[src/rtl/tdm_slot_pkg.sv]
package tdm_slot_pkg;

  typedef enum logic [1:0] {
    TX_ALL     = 2'd0,
    TX_ENONLY  = 2'd1,
    TX_MASKED  = 2'd2,
    TX_SYMM    = 2'd3
  } txPolicy_t;

  typedef struct packed {
    logic clr;
    logic adv;
  } stepStrobe_t;

  typedef struct packed {
    logic rxUseSel;
    logic txUseSel;
    logic txUseRxMap;
    logic txDriveAll;
  } slotPolicy_t;

endpackage

[src/rtl/tdm_slot_counter.sv]
module tdm_slot_counter #(
  parameter int CH_W = 7
) (
  input  logic                       clk,
  input  logic                       rstN,
  input  tdm_slot_pkg::stepStrobe_t  step,
  output logic [CH_W-1:0]            chan
);

  always_ff @(posedge clk or negedge rstN) begin
    if (!rstN) begin
      chan <= '0;
    end else if (step.clr) begin
      chan <= '0;
    end else if (step.adv) begin
      chan <= chan + CH_W'(1);
    end
  end

endmodule

[src/rtl/tdm_slot_ctrl.sv]
module tdm_slot_ctrl
  import tdm_slot_pkg::*;
(
  input  logic        rxFrameSync,
  input  logic        rxElemDone,
  input  logic        txFrameSync,
  input  logic        txElemDone,
  input  logic        rxSelectOnly,
  input  logic [1:0]  txMode,
  output stepStrobe_t rxStep,
  output stepStrobe_t txStep,
  output slotPolicy_t policy
);

  txPolicy_t txPol;

  always_comb begin
    txPol = txPolicy_t'(txMode);

    // frame start has priority over an element boundary
    rxStep.clr = rxFrameSync;
    rxStep.adv = rxElemDone & ~rxFrameSync;
    txStep.clr = txFrameSync;
    txStep.adv = txElemDone & ~txFrameSync;

    policy.rxUseSel   = rxSelectOnly;
    policy.txUseSel   = (txPol != TX_ALL);
    policy.txUseRxMap = (txPol == TX_SYMM);
    policy.txDriveAll = (txPol == TX_ALL) || (txPol == TX_MASKED);
  end

endmodule

[src/rtl/tdm_slot_datapath.sv]
module tdm_slot_datapath
  import tdm_slot_pkg::*;
#(
  parameter int NUM_CH   = 128,
  parameter int BLK_SIZE = 16,
  localparam int CH_W    = $clog2(NUM_CH),
  localparam int OFF_W   = $clog2(BLK_SIZE),
  localparam int BLK_W   = CH_W - OFF_W
) (
  input  logic               clk,
  input  logic               rstN,
  input  stepStrobe_t        rxStep,
  input  stepStrobe_t        txStep,
  input  slotPolicy_t        policy,
  input  logic               rxEightPart,
  input  logic [BLK_W-1:0]   rxBlkA,
  input  logic [BLK_W-1:0]   rxBlkB,
  input  logic [NUM_CH-1:0]  rxEnable,
  input  logic               txEightPart,
  input  logic [BLK_W-1:0]   txBlkA,
  input  logic [BLK_W-1:0]   txBlkB,
  input  logic [NUM_CH-1:0]  txEnable,
  output logic [CH_W-1:0]    rxChan,
  output logic [CH_W-1:0]    txChan,
  output logic               rxSlotEn,
  output logic               txSlotEn,
  output logic               txSlotMask,
  output logic [BLK_W-1:0]   rxCurBlk,
  output logic [BLK_W-1:0]   txCurBlk
);

  localparam int NUM_DIR = 2;

  stepStrobe_t            stepArr [NUM_DIR];
  logic [CH_W-1:0]        chanArr [NUM_DIR];

  assign stepArr[0] = rxStep;
  assign stepArr[1] = txStep;

  for (genvar d = 0; d < NUM_DIR; d++) begin : g_dir
    tdm_slot_counter #(.CH_W(CH_W)) u_cnt (
      .clk  (clk),
      .rstN (rstN),
      .step (stepArr[d]),
      .chan (chanArr[d])
    );
  end

  assign rxChan   = chanArr[0];
  assign txChan   = chanArr[1];
  assign rxCurBlk = rxChan[CH_W-1:OFF_W];
  assign txCurBlk = txChan[CH_W-1:OFF_W];

  // Selection of one channel under either partition mode
  function automatic logic pickBit(
    input logic [CH_W-1:0]   ch,
    input logic              eight,
    input logic [BLK_W-1:0]  blkA,
    input logic [BLK_W-1:0]  blkB,
    input logic [NUM_CH-1:0] words
  );
    logic [BLK_W-1:0] blk;
    logic [CH_W-1:0]  idxA;
    logic [CH_W-1:0]  idxB;
    blk  = ch[CH_W-1:OFF_W];
    idxA = CH_W'(ch[OFF_W-1:0]);
    idxB = CH_W'(BLK_SIZE) + CH_W'(ch[OFF_W-1:0]);
    if (eight)             return words[ch];
    else if (blk == blkA)  return words[idxA];
    else if (blk == blkB)  return words[idxB];
    else                   return 1'b0;
  endfunction

  logic rxSel;
  logic txSelOwn;
  logic txSelSym;
  logic txSel;

  always_comb begin
    rxSel    = pickBit(rxChan, rxEightPart, rxBlkA, rxBlkB, rxEnable);
    txSelOwn = pickBit(txChan, txEightPart, txBlkA, txBlkB, txEnable);
    txSelSym = pickBit(txChan, txEightPart, rxBlkA, rxBlkB, rxEnable);
    txSel    = policy.txUseRxMap ? txSelSym : txSelOwn;

    rxSlotEn   = ~policy.rxUseSel | rxSel;
    txSlotEn   = ~policy.txUseSel | policy.txDriveAll | txSel;
    txSlotMask = policy.txUseSel & ~txSel;
  end

endmodule

[src/rtl/tdm_slot_selector.sv]
module tdm_slot_selector
  import tdm_slot_pkg::*;
#(
  parameter int NUM_CH   = 128,
  parameter int BLK_SIZE = 16,
  localparam int CH_W    = $clog2(NUM_CH),
  localparam int BLK_W   = CH_W - $clog2(BLK_SIZE)
) (
  input  logic               clk,
  input  logic               rstN,
  input  logic               rxFrameSync,
  input  logic               rxElemDone,
  input  logic               txFrameSync,
  input  logic               txElemDone,
  input  logic               rxSelectOnly,
  input  logic               rxEightPart,
  input  logic [BLK_W-1:0]   rxBlkA,
  input  logic [BLK_W-1:0]   rxBlkB,
  input  logic [NUM_CH-1:0]  rxEnable,
  input  logic [1:0]         txMode,
  input  logic               txEightPart,
  input  logic [BLK_W-1:0]   txBlkA,
  input  logic [BLK_W-1:0]   txBlkB,
  input  logic [NUM_CH-1:0]  txEnable,
  output logic               rxSlotEn,
  output logic               txSlotEn,
  output logic               txSlotMask,
  output logic [BLK_W-1:0]   rxCurBlk,
  output logic [BLK_W-1:0]   txCurBlk
);

  stepStrobe_t     rxStep;
  stepStrobe_t     txStep;
  slotPolicy_t     policy;
  logic [CH_W-1:0] rxChan;
  logic [CH_W-1:0] txChan;

  tdm_slot_ctrl u_ctrl (
    .rxFrameSync  (rxFrameSync),
    .rxElemDone   (rxElemDone),
    .txFrameSync  (txFrameSync),
    .txElemDone   (txElemDone),
    .rxSelectOnly (rxSelectOnly),
    .txMode       (txMode),
    .rxStep       (rxStep),
    .txStep       (txStep),
    .policy       (policy)
  );

  tdm_slot_datapath #(.NUM_CH(NUM_CH), .BLK_SIZE(BLK_SIZE)) u_dp (
    .clk         (clk),
    .rstN        (rstN),
    .rxStep      (rxStep),
    .txStep      (txStep),
    .policy      (policy),
    .rxEightPart (rxEightPart),
    .rxBlkA      (rxBlkA),
    .rxBlkB      (rxBlkB),
    .rxEnable    (rxEnable),
    .txEightPart (txEightPart),
    .txBlkA      (txBlkA),
    .txBlkB      (txBlkB),
    .txEnable    (txEnable),
    .rxChan      (rxChan),
    .txChan      (txChan),
    .rxSlotEn    (rxSlotEn),
    .txSlotEn    (txSlotEn),
    .txSlotMask  (txSlotMask),
    .rxCurBlk    (rxCurBlk),
    .txCurBlk    (txCurBlk)
  );

endmodule

[config.mk]
export PLATFORM = sky130hd
export DESIGN_NAME = tdm_slot_selector
export DESIGN_NICKNAME = d
export VERILOG_FILES = /design/src/rtl/tdm_slot_pkg.sv /design/src/rtl/tdm_slot_counter.sv /design/src/rtl/tdm_slot_ctrl.sv /design/src/rtl/tdm_slot_datapath.sv /design/src/rtl/tdm_slot_selector.sv
export SDC_FILE = /design/constraint.sdc
export NUM_CORES = 1
export LEC_CHECK = 0
export BUFFER_PORTS_ARGS = -buffer_cell sky130_fd_sc_hd__buf_2
export CORE_AREA = 2 2 113 115
export CTS_CLUSTER_DIAMETER = 120
export DETAILED_ROUTE_END_ITERATION = 16
export DIE_AREA = 0 0 115 117
export PLACE_DENSITY_LB_ADDON = 0.3
export SLEW_MARGIN = 15
export SYNTH_ARGS = -nofsm -noshare
export SYNTH_HDL_FRONTEND = slang
export SYNTH_SLANG_ARGS = --single-unit
[constraint.sdc]
create_clock -name clk -period 8.4 [get_ports clk]
set_input_delay 0.84 -clock clk [delete_from_list [all_inputs] [get_ports clk]]
set_output_delay 0.84 -clock clk [all_outputs]
set_load 0.01 [all_outputs]
==> results of run 1 <==
[routing by layer]
metal,routed length (um),track usage,vias up
li1,-,-,2031
met1,6690,0.330,2268
met2,8400,0.421,240
met3,1290,0.0314,16
met4,211,0.0538,0
met5,0,0,-
[worst paths after layout]
kind,startpoint,end,cells past startpoint
max,u_dp.g_dir[1].u_cnt.chan[0],txSlotMask,9
min,rstN,u_dp.g_dir[1].u_cnt.chan[4],1
max reg2reg,u_dp.g_dir[1].u_cnt.chan[0],u_dp.g_dir[1].u_cnt.chan[6],5
min reg2reg,u_dp.g_dir[0].u_cnt.chan[6],u_dp.g_dir[0].u_cnt.chan[6],2
max in group asynchronous,rstN,u_dp.g_dir[1].u_cnt.chan[0],1
min in group clk,u_dp.g_dir[0].u_cnt.chan[6],u_dp.g_dir[0].u_cnt.chan[6],2
[per-stage QoR]
stage	hold slack (ns)	area (um2)	util	setup slack [ns]
5_1_grt	0.518	5750	0.467	3.42
2_1_floorplan	0.544	4220	-	4.95
6_report	0.492	5750	0.467	3.70
4_1_cts	0.503	5750	0.467	3.61
3_5_place_dp	0.682	5660	0.460	3.87
3_3_place_gp	0.647	5660	0.460	3.92
[layout make-up]
| cell class | count | area (um2) |
|---|---|---|
| tap | 150 | 188 |
| multi-input combinational | 302 | 3630 |
| fill | 1163 | 6560 |
| sequential | 14 | 358 |
| inverter | 4 | 15.0 |
| clock buffer | 4 | 88.8 |
| antenna | 2 | 5.00 |
| timing repair buffer | 291 | 1470 |
[report_power, final]
part,switching (mW),total (mW),internal [mW]
sequential,0.0156,0.0855,0.0699
clock,0.0281,0.100,0.0722
combinational,0.115,0.295,0.179
total,0.159,0.480,0.321
[synthesized netlist by cell type, drive strengths merged (3+ instances only)]
library cell,number
nor2,17
dfrtp,14
xnor2,6
nand2b,5
a211oi,4
nand3,9
mux2i,20
o22ai,9
a21oi,9
nor2b,5
clkbuf,15
or2,3
xor2,20
nor4,3
and2,4
nand4,6
or3,5
nor3,6
nand2,21
inv,4
o21ai,9
mux4,96
buf,27
mux2,19
[worst max-delay path, cell delays in order (launching register included)]
cell	delay [ns]
sky130_fd_sc_hd__dfrtp_4	0.68
sky130_fd_sc_hd__buf_4	0.77
sky130_fd_sc_hd__mux4_2	0.60
sky130_fd_sc_hd__mux2i_1	0.20
sky130_fd_sc_hd__o22ai_1	0.11
sky130_fd_sc_hd__or4_1	0.54
sky130_fd_sc_hd__a41o_1	0.26
sky130_fd_sc_hd__nand4_1	0.10
sky130_fd_sc_hd__o2111a_1	0.17
sky130_fd_sc_hd__buf_2	0.14
[cells by family (layout without fill, tap and decap cells)]
family	after synthesis	after routing	synth area share
DFF	14	14	0.0831
AOI/OAI and AO/OA	51	51	0.0849
xor gates and xnor gates	26	26	0.0540
muxes	135	135	0.611
and+or+nand+nor	88	88	0.105
adders and majority gates	2	2	0.00593
other	0	2	0
buffers and inverters	46	299	0.0558
==> Flow_metrics.wiki, run 1 <==
{| class="wikitable"
! Metric !! Value
|-
| RSZ-0062 raised after global routing || false
|-
| Clock transition at path regs || 0.05 ns
|-
| Dominant cells by area after synthesis || sky130_fd_sc_hd__mux4_2, sky130_fd_sc_hd__dfrtp_1, sky130_fd_sc_hd__mux2_2, sky130_fd_sc_hd__mux2i_1, sky130_fd_sc_hd__xor2_1
|-
| Wire length reported by the detailed router || 16600 um
|-
| Final setup violation count || 0
|-
| Post-placement cell count || 761
|-
| First-pass GRT wire length || 25200 um
|-
| Fraction of final layout cells sized beyond drive strength 1 || 0.681
|-
| Number of vias per cell after detailed routing || 5.94
|-
| Post-Synthesis Cells || 362
|-
| Number of standard-cell rows in the floorplan || 41
|-
| Hold-fix buffer count after cts || 0
|-
| Number of max-slew violations in the final report || 0
|-
| H-tree depth reported by CTS || 1
|-
| Shortest clock period the worst path allows after layout || 4.70 ns
|-
| Quantity of gates resized following cts || 0
|-
| Number of nets with antenna violations after detailed routing || 0
|-
| Setup slack, reg-to-reg || 5.83 ns
|-
| Post-synthesis instance area || 0.00422 mm2
|-
| Max Clock Freq || 0.213 GHz
|-
| Maximum fanout encountered on the critical timing path || 55
|-
| Clock tree from TritonCTS || done
|-
| Power per standard cell area || 83.5 mW/mm2
|-
| Root cell of the clock tree || sky130_fd_sc_hd__clkbuf_16
|-
| Worst endpoint required time || 7.56 ns
|-
| Final standard cell count with taps included and fillers excluded || 767
|-
| Clk Latency, worst-skew pair || 0.24 ns
|-
| Area share of the largest cell type after synthesis || 0.513
|-
| Main flop type after synthesis || sky130_fd_sc_hd__dfrtp_1
|-
| Part of the Yosys area used for sequential elements || 0.0831
|-
| Capturing element type of the critical path || primary output
|-
| Overall track demand over capacity in global routing || 0.244
|-
| Critical setup path kind || flop to primary output
|-
| First-pass detailed-route iteration total || 4
|-
| Pin count of the biggest net entering global routing || 56
|-
| Largest registers || u_dp.g_dir.u_cnt.chan x14
|-
| Gr ovfl total || 0
|-
| Wire length per cell || 21.6 um
|-
| LEAKAGE || 2.41 nW
|-
| Initial antenna violation count || 2
|-
| Worst VDD drop || 57.7 uV
|-
| DRC violations left || 0
|-
| # IOs || 288
|-
| Average footprint of a synthesized cell || 11.6 um2
|-
| Total clock sinks || 14
|-
| PortBufs || 287
|-
| Initial cell density of the core || 0.342
|-
| Number of buffers created by CTS || 3
|-
| Worst slew margin relative to its limit || 0.314
|-
| CTS Buffer Depth || 2
|-
| Core area || 0.0123 mm2
|-
| FFs w/ async S/R, synth || 1.00
|-
| Overall power after layout || 480 uW
|-
| Arrival time of data at the critical path endpoint || 3.86 ns
|-
| Estimated wirelength of the detail-placed design || 14100 um
|-
| Number of hold-slack violations in the final timing report || 0
|-
| Die area || 0.0135 mm2
|-
| Post-route fraction of the period consumed by the critical path || 0.559
|-
| Max-capacitance violation count || 0
|-
| Number of violations reported at the end of detailed-routing iteration 0 || 311
|-
| Synth Register Bits || 14
|-
| Clock tree skew after final layout || 0.00121 ns
|-
| Number of enable-type register cells in the synthesized netlist || 0
|-
| Setup crit start kind || flop
|-
| Outcome || finished clean
|-
| Setup tns final || 0 ns
|-
| Post-synth net total || 643
|-
| Worst min-delay path class || input port to asynchronous set/reset pin
|-
| Distinct cell type count of the synthesized netlist || 47
|-
| Final #Nets || 897
|-
| Floorplan die width || 115 um
|-
| Leading cell types in the layout, fill and taps excluded || sky130_fd_sc_hd__buf_2, sky130_fd_sc_hd__mux4_2, sky130_fd_sc_hd__nand2_1
|-
| Via count || 4555
|-
| Flip-flop count of the largest register, all copies and words added || 14
|-
| Top cell type by total area after synthesis || sky130_fd_sc_hd__mux4_2
|-
| Most common cell after layout, fill and taps aside || sky130_fd_sc_hd__buf_2
|-
| Largest register by flop count || u_dp.g_dir.u_cnt.chan
|-
| Placer Congestion || 0.889
|-
| Layout Area Growth over Synthesis || 36.4%
|-
| Actual slew at the worst max-slew pin || 1.03 ns
|-
| Die height || 117 um
|-
| Count of yosys warnings during synthesis || 0
|-
| Number of buffers inserted by post-CTS setup repair || 0
|-
| Via count of the first global-routing pass || 4706
|}
(Power assumes the default switching activity.)
==> run 2: changes to the inputs <==
--- a/config.mk
+++ b/config.mk
@@ -6,10 +6,10 @@
 export NUM_CORES = 1
 export LEC_CHECK = 0
 export BUFFER_PORTS_ARGS = -buffer_cell sky130_fd_sc_hd__buf_2
-export CORE_AREA = 2 2 113 115
+export CORE_AREA = 2 2 110 112
 export CTS_CLUSTER_DIAMETER = 120
 export DETAILED_ROUTE_END_ITERATION = 16
-export DIE_AREA = 0 0 115 117
+export DIE_AREA = 0 0 112 114
 export PLACE_DENSITY_LB_ADDON = 0.3
 export SLEW_MARGIN = 15
 export SYNTH_ARGS = -nofsm -noshare
==> constraint.sdc (replaced) <==
create_clock -name clk -period 4.9 [get_ports clk]
set_input_delay 0.49 -clock clk [delete_from_list [all_inputs] [get_ports clk]]
set_output_delay 0.49 -clock clk [all_outputs]
set_load 0.01 [all_outputs]
==> run 2 against run 1 <==
Compared with the run above: flip-flop and latch count unchanged; power up 69%; highest routed layer unchanged; critical path depth down 1; combinational power up 66%; core utilization up 2.4 points; sequential share of layout area about the same; clock power up 53%; final cell count down 0.39%; non-clock buffer count up 2; critical path type unchanged.
==> Flow_metrics.wiki, run 2 (synthesis results as in run 1) <==
{| class="wikitable"
! Metric !! Value
|-
| Outcome || finished clean
|-
| Number of hold-slack violations in the final timing report || 0
|-
| RSZ-0062 raised after global routing || false
|-
| Max-capacitance violation count || 0
|-
| Actual slew at the worst max-slew pin || 1.00 ns
|-
| Max Clock Freq || 0.257 GHz
|-
| Via count of the first global-routing pass || 4757
|-
| Finished Cell Area || 0.00575 mm2
|-
| DRC violations left || 0
|-
| Core area || 0.0117 mm2
|-
| Floorplan die width || 112 um
|-
| Arrival time of data at the critical path endpoint || 3.40 ns
|-
| Worst min-delay path class || input port to asynchronous set/reset pin
|-
| Shortest clock period the worst path allows after layout || 3.89 ns
|-
| Gr ovfl total || 0
|-
| Die area || 0.0128 mm2
|-
| Number of nets with antenna violations after detailed routing || 0
|-
| Leading cell types in the layout, fill and taps excluded || sky130_fd_sc_hd__buf_2, sky130_fd_sc_hd__mux4_2, sky130_fd_sc_hd__nand2_1
|-
| Power per standard cell area || 141 mW/mm2
|-
| Hold-fix buffer count after cts || 0
|-
| Number of vias per cell after detailed routing || 6.02
|-
| Buffers and inverters on the worst path || 2
|-
| Fill cell count || 1107
|-
| Peak per-stage delay on the critical path || 1.02 ns
|-
| Number of buffers created by CTS || 3
|-
| Capturing element type of the critical path || primary output
|-
| Final core utilization || 0.491
|-
| Number of violations reported at the end of detailed-routing iteration 0 || 222
|-
| Critical setup path kind || flop to primary output
|-
| Pin count of the biggest net entering global routing || 46
|-
| Placer Congestion || 0.961
|-
| Setup crit start kind || flop
|-
| Clk Latency, worst-skew pair || 0.24 ns
|-
| Via count || 4596
|-
| Worst flop-to-flop path endpoint || u_dp.g_dir[1].u_cnt.chan[6]
|-
| Die height || 114 um
|-
| Worst Reg2Reg Path Length in Cells || 5
|-
| Post-route fraction of the period consumed by the critical path || 0.794
|-
| Number of buffers inserted by post-CTS setup repair || 0
|-
| Worst VDD drop || 192 uV
|-
| First-pass detailed-route iteration total || 4
|-
| Root cell of the clock tree || sky130_fd_sc_hd__clkbuf_16
|-
| Number of standard-cell rows in the floorplan || 40
|-
| Fraction of final layout cells sized beyond drive strength 1 || 0.681
|-
| GR Util met3 || 0.0303
|-
| Cell type of the slowest stage on the worst timing path || sky130_fd_sc_hd__dfrtp_2
|-
| Worst hold-check slack || 0.143 ns
|-
| Maximum fanout encountered on the critical timing path || 45
|-
| Overall power after layout || 812 uW
|-
| Post-place instance area || 0.00567 mm2
|-
| Kind of cell with the highest combined delay on the critical path || flip-flops
|-
| Least setup slack across all paths after layout || 1.01 ns
|-
| Initial cell density of the core || 0.360
|-
| Global-route track usage on met1 || 0.349
|-
| Critical register-to-register path startpoint || u_dp.g_dir[1].u_cnt.chan[0]
|-
| Place WS || 1.26 ns
|-
| Overall track demand over capacity in global routing || 0.260
|-
| H-tree depth reported by CTS || 1
|-
| Largest registers || u_dp.g_dir.u_cnt.chan x14
|-
| Wire length per cell || 22.4 um
|-
| Total clock sinks || 14
|-
| Worst slew margin relative to its limit || 0.331
|-
| Largest register by flop count || u_dp.g_dir.u_cnt.chan
|-
| Wire length reported by the detailed router || 17200 um
|-
| Final setup violation count || 0
|-
| Most common cell after layout, fill and taps aside || sky130_fd_sc_hd__buf_2
|-
| Most used routing layer in global routing || met2
|-
| Estimated wirelength of the detail-placed design || 14400 um
|-
| Cell Chain, Critical Path || inv_1 -> mux2i_1 -> o22ai_1 -> or4_1 -> a41o_1 -> nand4_1 -> o2111a_1 -> buf_2
|-
| Post-placement cell count || 760
|-
| Clock transition at path regs || 0.05 ns
|-
| Setup tns final || 0 ns
|-
| # IOs || 288
|-
| Worst endpoint required time || 4.41 ns
|-
| Quantity of gates resized following cts || 0
|-
| Initial antenna violation count || 0
|-
| Flip-flop count of the largest register, all copies and words added || 14
|-
| Clock tree skew after final layout || 0.000734 ns
|-
| GR Util met2 || 0.461
|-
| Antenna diode count || 0
|-
| Clock tree from TritonCTS || done
|-
| First-pass GRT wire length || 25700 um
|-
| LEAKAGE || 2.41 nW
|-
| Final #Nets || 899
|-
| Final standard cell count with taps included and fillers excluded || 764
|-
| Layout Area Growth over Synthesis || 36.3%
|-
| Number of max-slew violations in the final report || 0
|-
| PortBufs || 287
|-
| CTS Buffer Depth || 2
|-
| Setup slack, reg-to-reg || 2.47 ns
|}
==> run 2: changes by cell type in the layout (fill, tap and decap cells not counted), sizes merged <==
cell	previous run	this run
diode	2	0
buf	291	293
==> run 2: worst reg2reg max path, stage by stage, from the launching register on <==
cell,delay [ns]
sky130_fd_sc_hd__dfrtp_4,0.86
sky130_fd_sc_hd__buf_4,0.56
sky130_fd_sc_hd__ha_1,0.25
sky130_fd_sc_hd__nand4_1,0.15
sky130_fd_sc_hd__or3_1,0.38
sky130_fd_sc_hd__a21oi_1,0.15
==> run 2: worst max-delay path by stage <==
stage	startpoint	end	slack [ns]	cells after the start
after global placement	u_dp.g_dir[1].u_cnt.chan[1]	txSlotMask	1.37	8
final	u_dp.g_dir[1].u_cnt.chan[1]	txSlotMask	1.01	8
after CTS	u_dp.g_dir[1].u_cnt.chan[1]	txSlotMask	1.0	8
after detailed placement	u_dp.g_dir[1].u_cnt.chan[1]	txSlotMask	1.26	8
after global routing	u_dp.g_dir[1].u_cnt.chan[1]	txSlotMask	0.84	8
after floorplan	u_dp.g_dir[0].u_cnt.chan[0]	rxSlotEn	1.91	7
==> run 2: cell type report <==
class	instances	area, um2	share of cell area
multi-input cells	302	3630	0.632
repair buffers	293	1480	0.258
flip-flops and latches	14	358	0.0623
well taps	147	184	0.0320
clock buffers	4	78.8	0.0137
inverters	4	15.0	0.00261
==> run 2: per-layer routing <==
layer | vias to the layer above | share of wire
li1 | 2034 | -
met3 | 31 | 0.065
met5 | - | 0
met4 | 0 | 0.019
met2 | 249 | 0.50
met1 | 2282 | 0.41
==> run 2: power breakdown <==
group,switching (mW),total (mW),internal (mW)
combinational,0.180,0.490,0.310
sequential,0.0495,0.169,0.119
clock,0.0437,0.153,0.110
